`config.mk`:
```
export PLATFORM = sky130hd
export DESIGN_NAME = onehot_pulse_gen
export DESIGN_NICKNAME = d
export VERILOG_FILES = /design/src/rtl/pgen_pkg.sv /design/src/rtl/pgen_next.sv /design/src/rtl/pgen_state_reg.sv /design/src/rtl/pgen_out_reg.sv /design/src/rtl/onehot_pulse_gen.sv
export SDC_FILE = /design/constraint.sdc
export NUM_CORES = 1
export LEC_CHECK = 0
export ABC_CLOCK_PERIOD_IN_PS = 2100
export BUFFER_PORTS_ARGS = -buffer_cell sky130_fd_sc_hd__buf_2
export CELL_PAD_IN_SITES_DETAIL_PLACEMENT = 2
export CELL_PAD_IN_SITES_GLOBAL_PLACEMENT = 2
export CORE_AREA = 4 4 41 43
export CTS_BUF_LIST = sky130_fd_sc_hd__clkbuf_16
export CTS_CLUSTER_DIAMETER = 100
export DETAILED_ROUTE_END_ITERATION = 7
export DIE_AREA = 0 0 45 47
export GPL_ROUTABILITY_DRIVEN = 0
export PLACE_DENSITY = 0.48
export SLEW_MARGIN = 40
export SYNTH_ARGS = -nofsm -noshare
export SYNTH_HDL_FRONTEND = slang
export SYNTH_SLANG_ARGS = --single-unit
```
`constraint.sdc`:
```
create_clock -name clk -period 2.1 [get_ports clk]
set_clock_uncertainty 0.2 [all_clocks]
set_input_delay 0.105 -clock clk [delete_from_list [all_inputs] [get_ports clk]]
set_output_delay 0.105 -clock clk [all_outputs]
set_load 0.005 [all_outputs]
```
`src/rtl/pgen_pkg.sv`:
```
package pgen_pkg;

  // Slot of the armed state inside the one-hot vector.
  localparam int SLOT_ARMED = 0;

  // Slot of the wait-for-low state for a given pulse length.
  function automatic int slot_wait(input int pulse_len);
    return pulse_len + 1;
  endfunction

  // Width of the one-hot vector for a given pulse length.
  function automatic int state_width(input int pulse_len);
    return pulse_len + 2;
  endfunction

endpackage

```
`src/rtl/pgen_next.sv`:
```
module pgen_next #(
  parameter int PULSE_LEN = 3
) (
  input  logic [PULSE_LEN+1:0] st,
  input  logic                 trig,
  output logic [PULSE_LEN+1:0] nxt
);
  import pgen_pkg::*;

  localparam int ST_W     = state_width(PULSE_LEN);
  localparam int IDX_WAIT = slot_wait(PULSE_LEN);
  localparam int IDX_LAST = PULSE_LEN;
  localparam logic [ST_W-1:0] ARMED_CODE = {{(ST_W-1){1'b0}}, 1'b1};

  logic            legal;
  logic [ST_W-1:0] raw;

  assign legal = ($countones(st) == 1);

  // Armed: entered from armed, last pulse or wait, each with input low.
  assign raw[SLOT_ARMED] = ~trig & (st[SLOT_ARMED] | st[IDX_WAIT] | st[IDX_LAST]);

  // First pulse state: entered only from armed with input high.
  assign raw[1] = trig & st[SLOT_ARMED];

  // Remaining pulse states form an unconditional chain.
  generate
    for (genvar k = 2; k <= PULSE_LEN; k++) begin : g_chain
      assign raw[k] = st[k-1];
    end
  endgenerate

  // Wait-for-low: entered from the last pulse or from itself while the input is high.
  assign raw[IDX_WAIT] = trig & (st[IDX_WAIT] | st[IDX_LAST]);

  // Any vector with zero or several hot bits falls back to armed.
  assign nxt = legal ? raw : ARMED_CODE;

endmodule

```
`src/rtl/pgen_state_reg.sv`:
```
module pgen_state_reg #(
  parameter int PULSE_LEN = 3
) (
  input  logic                 clk,
  input  logic                 rst,
  input  logic [PULSE_LEN+1:0] nxt,
  output logic [PULSE_LEN+1:0] st
);
  import pgen_pkg::*;

  localparam int ST_W = state_width(PULSE_LEN);
  localparam logic [ST_W-1:0] ARMED_CODE = {{(ST_W-1){1'b0}}, 1'b1};

  always_ff @(posedge clk) begin
    if (rst) st <= ARMED_CODE;
    else     st <= nxt;
  end

  // Exactly one state flip-flop is set outside reset (pulse chain integrity, R3).
  p_state_onehot_r3: assert property (@(posedge clk) disable iff (rst)
    $onehot(st));

  // The register leaves reset holding the armed code.
  p_reset_armed_r1: assert property (@(posedge clk) disable iff (rst)
    $past(rst) |-> (st == ARMED_CODE));

endmodule

```
`src/rtl/pgen_out_reg.sv`:
```
module pgen_out_reg (
  input  logic clk,
  input  logic rst,
  input  logic pulse_nxt,
  output logic pulse_q
);

  always_ff @(posedge clk) begin
    if (rst) pulse_q <= 1'b0;
    else     pulse_q <= pulse_nxt;
  end

endmodule

```
`src/rtl/onehot_pulse_gen.sv`:
```
module onehot_pulse_gen #(
  parameter int PULSE_LEN = 3
) (
  input  logic clk,
  input  logic rst,
  input  logic trig_in,
  output logic pulse_out
);
  import pgen_pkg::*;

  localparam int ST_W     = state_width(PULSE_LEN);
  localparam int IDX_WAIT = slot_wait(PULSE_LEN);
  localparam int IDX_LAST = PULSE_LEN;
  localparam logic [ST_W-1:0] ARMED_CODE = {{(ST_W-1){1'b0}}, 1'b1};

  logic [ST_W-1:0] st;
  logic [ST_W-1:0] nxt;
  logic            pulse_nxt;

  pgen_next #(.PULSE_LEN(PULSE_LEN)) u_next (
    .st   (st),
    .trig (trig_in),
    .nxt  (nxt)
  );

  pgen_state_reg #(.PULSE_LEN(PULSE_LEN)) u_state (
    .clk (clk),
    .rst (rst),
    .nxt (nxt),
    .st  (st)
  );

  assign pulse_nxt = |nxt[IDX_LAST:1];

  pgen_out_reg u_out (
    .clk       (clk),
    .rst       (rst),
    .pulse_nxt (pulse_nxt),
    .pulse_q   (pulse_out)
  );

  // Output register agrees with the pulse states of the state register.
  p_out_tracks_r3: assert property (@(posedge clk) disable iff (rst)
    pulse_out == (|st[IDX_LAST:1]));

  // Armed and input high: the pulse starts at the next edge.
  p_arm_fire_r2: assert property (@(posedge clk) disable iff (rst)
    (st[SLOT_ARMED] && trig_in) |=> pulse_out);

  // A running pulse that is not yet in its last state keeps going.
  p_chain_runs_r6: assert property (@(posedge clk) disable iff (rst)
    (pulse_out && !st[IDX_LAST]) |=> pulse_out);

  // Input still high in the wait state: no new pulse.
  p_held_quiet_r4: assert property (@(posedge clk) disable iff (rst)
    (st[IDX_WAIT] && trig_in) |=> !pulse_out);

  // Input low in the wait state re-arms the machine.
  p_rearm_r5: assert property (@(posedge clk) disable iff (rst)
    (st[IDX_WAIT] && !trig_in) |=> st[SLOT_ARMED]);

  // Last pulse state with input high leads to waiting, not firing.
  p_last_high_waits_r7: assert property (@(posedge clk) disable iff (rst)
    (st[IDX_LAST] && trig_in) |=> st[IDX_WAIT]);

  // Illegal codes recover to the armed state at the next edge.
  p_illegal_recovers: assert property (@(posedge clk) disable iff (rst)
    ($countones(st) != 1) |=> (st == ARMED_CODE));

endmodule

```
==> flow_metrics.tcl, run 1 <==
set metrics [dict create \
    nNetsFinal 45 \
    yosys.area.top_type "dfxtp_1" \
    outcome "finished with violations" \
    critical_path.max_fanout 3 \
    coreArea_um2 1300 \
    hold_viol 0 \
    final_util_pct 34.1 \
    cts_buffers 3 \
    met2_usage_pct 17.8 \
    final_cells 51 \
    cpPeakStageDelay_ns 0.42 \
    mappedNetlistArea_um2 263 \
    wl_per_cell_um 14.3 \
    rows 13 \
    dpl.hpwl_um 542 \
    maxCapViolations 0 \
    area_growth_pct 69.0 \
    place_inst 47 \
    ant_nets 0 \
    clock_sinks 6 \
    failed_checks "negative setup slack" \
    grt_max_degree 4 \
    cpMaxStageDelayCell "fa_1" \
    fin_crit_ns 2.10 \
    setup_viol 1 \
    grtUsageTotal_pct 10.2 \
    worstSetupEndpointType "flip-flop" \
    hp-start "rst" \
    postSynthCellCount 25 \
    drc_errors 0 \
    yosysTopAreaCellShare_pct 45.7 \
    io_pins 4 \
    cts_max_level 1 \
    vias 223 \
    ir_drop_mv 0.445 \
    yosys-top-cells-area "dfxtp_1 (46%), fa_1 (15%), ha_1 (9.5%), and2_1 (4.8%), inv_1 (4.3%)" \
    insertion_delay_ns 0.23 \
    diodes 0 \
    dr.first_iter.drc_count 0 \
    worst_pin_slew_ns 0.198 \
    wirelength_um 728 \
    power_density_nw_per_um2 1600 \
    clk_transition_reported_paths_ns 0.03 \
    antenna_found_initial 0 \
    crit_required_ns 2.02 \
    start_util_pct 20.2 \
    io_buffer_count 3 \
    path_class "flip-flop to flip-flop" \
    grt_pass1_vias 286 \
    cp.arrival_ns 2.02 \
    path_cells "ha_4, fa_2, inv_2, fa_1, and4b_1, and2_1" \
    clk_path_buf_depth 2 \
    drtPass1Iterations 1 \
    rr_worst_depth 6 \
    clock-root-buffer "clkbuf_16" \
    min_path_cells 3 \
    dieArea_um2 2120 \
    fin_crit_sh_pct 100 \
    finalPower_w 0.000712 \
    fmax_ghz 0.476 \
    globalRouteOverflowTotal 0 \
    post_cts_buffers 0 \
    synth.distinct_cells 12 \
    grt_busiest_layer "met2" \
    avgSynthCellArea_um2 10.5 \
    yosysSeqAreaShare_pct 45.7 \
    synth_nets 32 \
    setup_tns_ns -0.00235 \
    holdWs_ns 0.0528 \
    layout-drive-gt1-share_pct 50.0 \
    yosys_warnings 0 \
    setup_slack_ns -0.00235 \
    rsz0062_at_grt "true" \
    critPathLaunchType "flip-flop" \
    holdPathEnd "u_state.st[1]" \
    max_slew_margin_pct 86.7 \
    slew_violations 0 \
    viasPerCell 4.37 \
    fp.dieH_um 47 \
    ys_ff_latch 6 \
    nFillCells 147 \
    r2r-start "u_state.st[1]" \
    grt_pass1_wl_um 1320 \
    r2r-end "u_state.st[2]" \
    hold_path.class "primary input to flip-flop" \
    p_leak_nw 0.179 \
    timing.reg2reg.setup_slack_ns -0.002 \
    chipWidth_um 45 \
    grtUsageMet3_pct 4.60 \
    cts_tree "done" \
    met1_usage_pct 8.76 \
]
-- synth_stat cells --
cell / instances
and4b_1: 1
and2_1: 2
nor3_1: 1
o21ai_0: 2
nand4b_1: 1
a21oi_1: 1
inv_1: 3
dfxtp_1: 6
nor2_1: 3
fa_1: 2
ha_1: 2
nand2_1: 1
-- final cells by class --
class                   count  area (µm²)  share of cell area (%)
multi-input cells          16         159                    35.8
flip-flops and latches      6         125                    28.2
clock buffers               3        75.1                    16.9
repair buffers              8        55.1                    12.4
well taps                  15        18.8                    4.23
inverters                   3        11.3                    2.54
-- layout by cell type, fill, tap and decap left out, drive strengths merged --
cell	count
a21oi	1
and2	2
and4b	1
buf	7
clkbuf	3
dfxtp	6
dlygate4sd3	1
fa	2
ha	2
inv	3
nand2	1
nand4b	1
nor2	3
nor3	1
o21ai	2
-- repair_timing --
item	4_1_cts	5_1_grt
setup endpoints to repair	2	4
gates resized for setup	6	1
hold endpoints to repair	4	0
hold buffers	1	0
gates cloned	0	0
pin swaps	5	0
-- state kept, by name (all words and copies together) (netlist names) --
name	cells
u_out.pulse_q	1
u_state.st	5
-- worst max path at each step --
| stage | start | endpoint | slack (ns) | cells past startpoint |
|---|---|---|---|---|
| after floorplan | u_state.st[3] | u_state.st[2] | 0.01 | 6 |
| after global placement | u_state.st[3] | u_state.st[2] | -0.08 | 6 |
| after detailed placement | u_state.st[3] | u_state.st[3] | -0.11 | 6 |
| after CTS | u_state.st[3] | u_state.st[2] | 0.01 | 6 |
| after global routing | u_state.st[1] | u_state.st[2] | -0.07 | 6 |
| final | u_state.st[1] | u_state.st[2] | -0.002 | 6 |
-- report_power, final --
part           internal, W  switching [W]  leakage (nW)
sequential        0.000151      0.0000260        0.0500
clock             0.000244      0.0000649        0.0370
combinational     0.000116       0.000109        0.0920
-- kinds of logic after synthesis --
logic type      Yosys count  synth area share [%]
buf+inv                   3                  4.29
flops                     6                  45.7
simple gates              9                  19.5
fa+ha+maj                 4                  24.8
compound gates            3                  5.71
-- through the flow --
step                      area (µm²)  setup WS [ns]
final                            444       -0.00235
after detailed placement         329         -0.115
after global routing             444        -0.0672
after CTS                        443         0.0140
after global placement           329        -0.0753
after floorplan                  265         0.0140
-- routing by layer --
layer  vias to the layer above  part of all wire (%)  wire (µm)
met3                         6                   4.8         35
met2                         6                    58        419
met4                         0                   4.4         32
met5                         -                     0          0
met1                       105                    33        241
li1                        106                     -          -
-- critical path, delay by kind of cell, from the launching register on --
| family | cells | cell delay, ns |
|---|---|---|
| fa+ha+maj | 3 | 1.01 |
| simple gates | 2 | 0.40 |
| flops | 1 | 0.33 |
| buf+inv | 1 | 0.06 |
No activity file was read; power rests on OpenSTA's default activity.
==> inputs of run 2 (changes only) <==
Settings changed: ABC_CLOCK_PERIOD_IN_PS 2100 to 2550, BUFFER_PORTS_ARGS -buffer_cell sky130_fd_sc_hd__buf_2 to default, DONT_BUFFER_PORTS from default to 1, PLACE_DENSITY 0.48 to 0.42, SKIP_LAST_GASP from default to 1.
Clock period 2.1 ns to 2.55 ns, I/O delays scaled along.
==> run 2 against run 1 <==
Effect of this change:
- the run now ends clean
- clock-buffer cell count unchanged
- die area unchanged
- critical path depth unchanged
- via count decreased by 12%
- critical endpoint unchanged
==> flow_metrics.tcl, run 2 (synthesized netlist as in run 1, its figures left out) <==
set metrics [dict create \
    drc_errors 0 \
    ir_drop_mv 0.446 \
    fmax_ghz 0.448 \
    wl_per_cell_um 11.6 \
    fin_crit_sh_pct 87.6 \
    cp.arrival_ns 2.15 \
    io_buffer_count 0 \
    power_density_nw_per_um2 1340 \
    dieArea_um2 2120 \
    cts_max_level 1 \
    slew_violations 0 \
    nNetsFinal 39 \
    critPathLaunchType "flip-flop" \
    dr.first_iter.drc_count 0 \
    clk_path_buf_depth 2 \
    vias 197 \
    ant_nets 0 \
    setup_tns_ns 0 \
    clock_sinks 6 \
    worstSetupEndpointType "flip-flop" \
    hold_viol 0 \
    p_leak_nw 0.152 \
    layout_common_cells "dfxtp_1 (6), inv_1 (3), nor2_1 (3), clkbuf_16 (3)" \
    cts_buffers 3 \
    grt_pass1_wl_um 959 \
    antenna_found_initial 0 \
    final_util_pct 28.9 \
    largest_register "u_state.st" \
    diodes 0 \
    grtUsageTotal_pct 7.14 \
    worst_pin_slew_ns 0.173 \
    chipWidth_um 45 \
    outcome "complete, no violations" \
    layout-drive-gt1-share_pct 10.0 \
    globalRouteOverflowTotal 0 \
    fp.dieH_um 47 \
    path_class "flip-flop to flip-flop" \
    drtPass1Iterations 1 \
    grt_max_degree 4 \
    insertion_delay_ns 0.22 \
    top_regs "u_state.st: 5 flops, u_out.pulse_q: 1 flops" \
    wirelength_um 522 \
    fin_crit_ns 2.23 \
    rsz0062_at_grt "false" \
    area_growth_pct 43.3 \
    cts_tree "done" \
    viasPerCell 4.38 \
    largest_reg_flops 5 \
    clock-root-buffer "clkbuf_16" \
    timing.reg2reg.setup_slack_ns 0.32 \
    critical_path.max_fanout 3 \
    hold_path.class "primary input to flip-flop" \
    crit_required_ns 2.46 \
    max_slew_margin_pct 88.4 \
    maxCapViolations 0 \
    dpl.hpwl_um 426 \
    io_pins 4 \
    layout.cells.most_common "dfxtp_1" \
    start_util_pct 20.2 \
    post_dp_cell_area_um2 282 \
    grt_pass1_vias 215 \
    rows 13 \
    setup_viol 0 \
    postCtsResizedCells 0 \
    clk_transition_reported_paths_ns 0.03 \
    finalPower_w 0.000506 \
    stdcell_area_um2 377 \
    coreArea_um2 1300 \
]
-- run 2: cell types whose count changed in the layout (fill, tap and decap cells not counted), moves of 2 or more --
cell / delta
dfxtp_2: -4
buf_4: -4
ha_1: +2
ha_4: -2
dfxtp_1: +4
buf_2: -3
-- run 2: what timing repair did --
| action | 4_1_cts | 5_1_grt |
|---|---|---|
| endpoints found under the hold margin | 4 | 0 |
| hold buffers | 2 | 0 |
| buffers inserted | 0 | 0 |
-- run 2: metrics by stage --
step	hold slack, ns	std cells	setup WS (ns)
4_1_cts	0.0226	45	0.299
6_report	0.0232	45	0.317
5_1_grt	0.0445	45	0.217
3_5_place_dp	0.0541	40	0.295
3_3_place_gp	0.0482	40	0.334
2_1_floorplan	0.0415	25	0.448
-- run 2: final timing paths --
| check | start | end | cells past startpoint |
|---|---|---|---|
| min reg2reg | u_state.st[2] | u_state.st[3] | 1 |
| max | u_state.st[2] | u_state.st[2] | 6 |
| max reg2reg | u_state.st[2] | u_state.st[2] | 6 |
| min | rst | u_state.st[0] | 2 |
-- run 2: layout make-up --
| class | count | area, µm² |
|---|---|---|
| tap | 15 | 18.8 |
| multi-input combinational | 16 | 131 |
| sequential | 6 | 120 |
| fill | 154 | 925 |
| clock buffer | 3 | 75.1 |
| inverter | 3 | 11.3 |
| timing repair buffer | 2 | 20.0 |
-- run 2: report_power, final --
part / switching, W / internal [W] / leakage (nW) / total [W]
registers: 0.0000195 / 0.000120 / 0.0490 / 0.000139
logic: 0.0000670 / 0.0000523 / 0.0661 / 0.000119
clock network: 0.0000462 / 0.000201 / 0.0370 / 0.000247
-- run 2: worst max-delay path: stages, from the launching register on --
cell and delay [ns]:
dfxtp_1 0.32, ha_1 0.32, fa_1 0.39, inv_1 0.08, fa_1 0.42, and4b_1 0.22
and2_1 0.17
-- run 2: per-layer routing --
metal	GRT usage [%]	up-vias	part of all wire, %
met5	0	-	0
met3	3.45	0	2.3
met2	11.3	2	56
li1	-	95	-
met1	6.67	100	42
met4	7.02	0	0
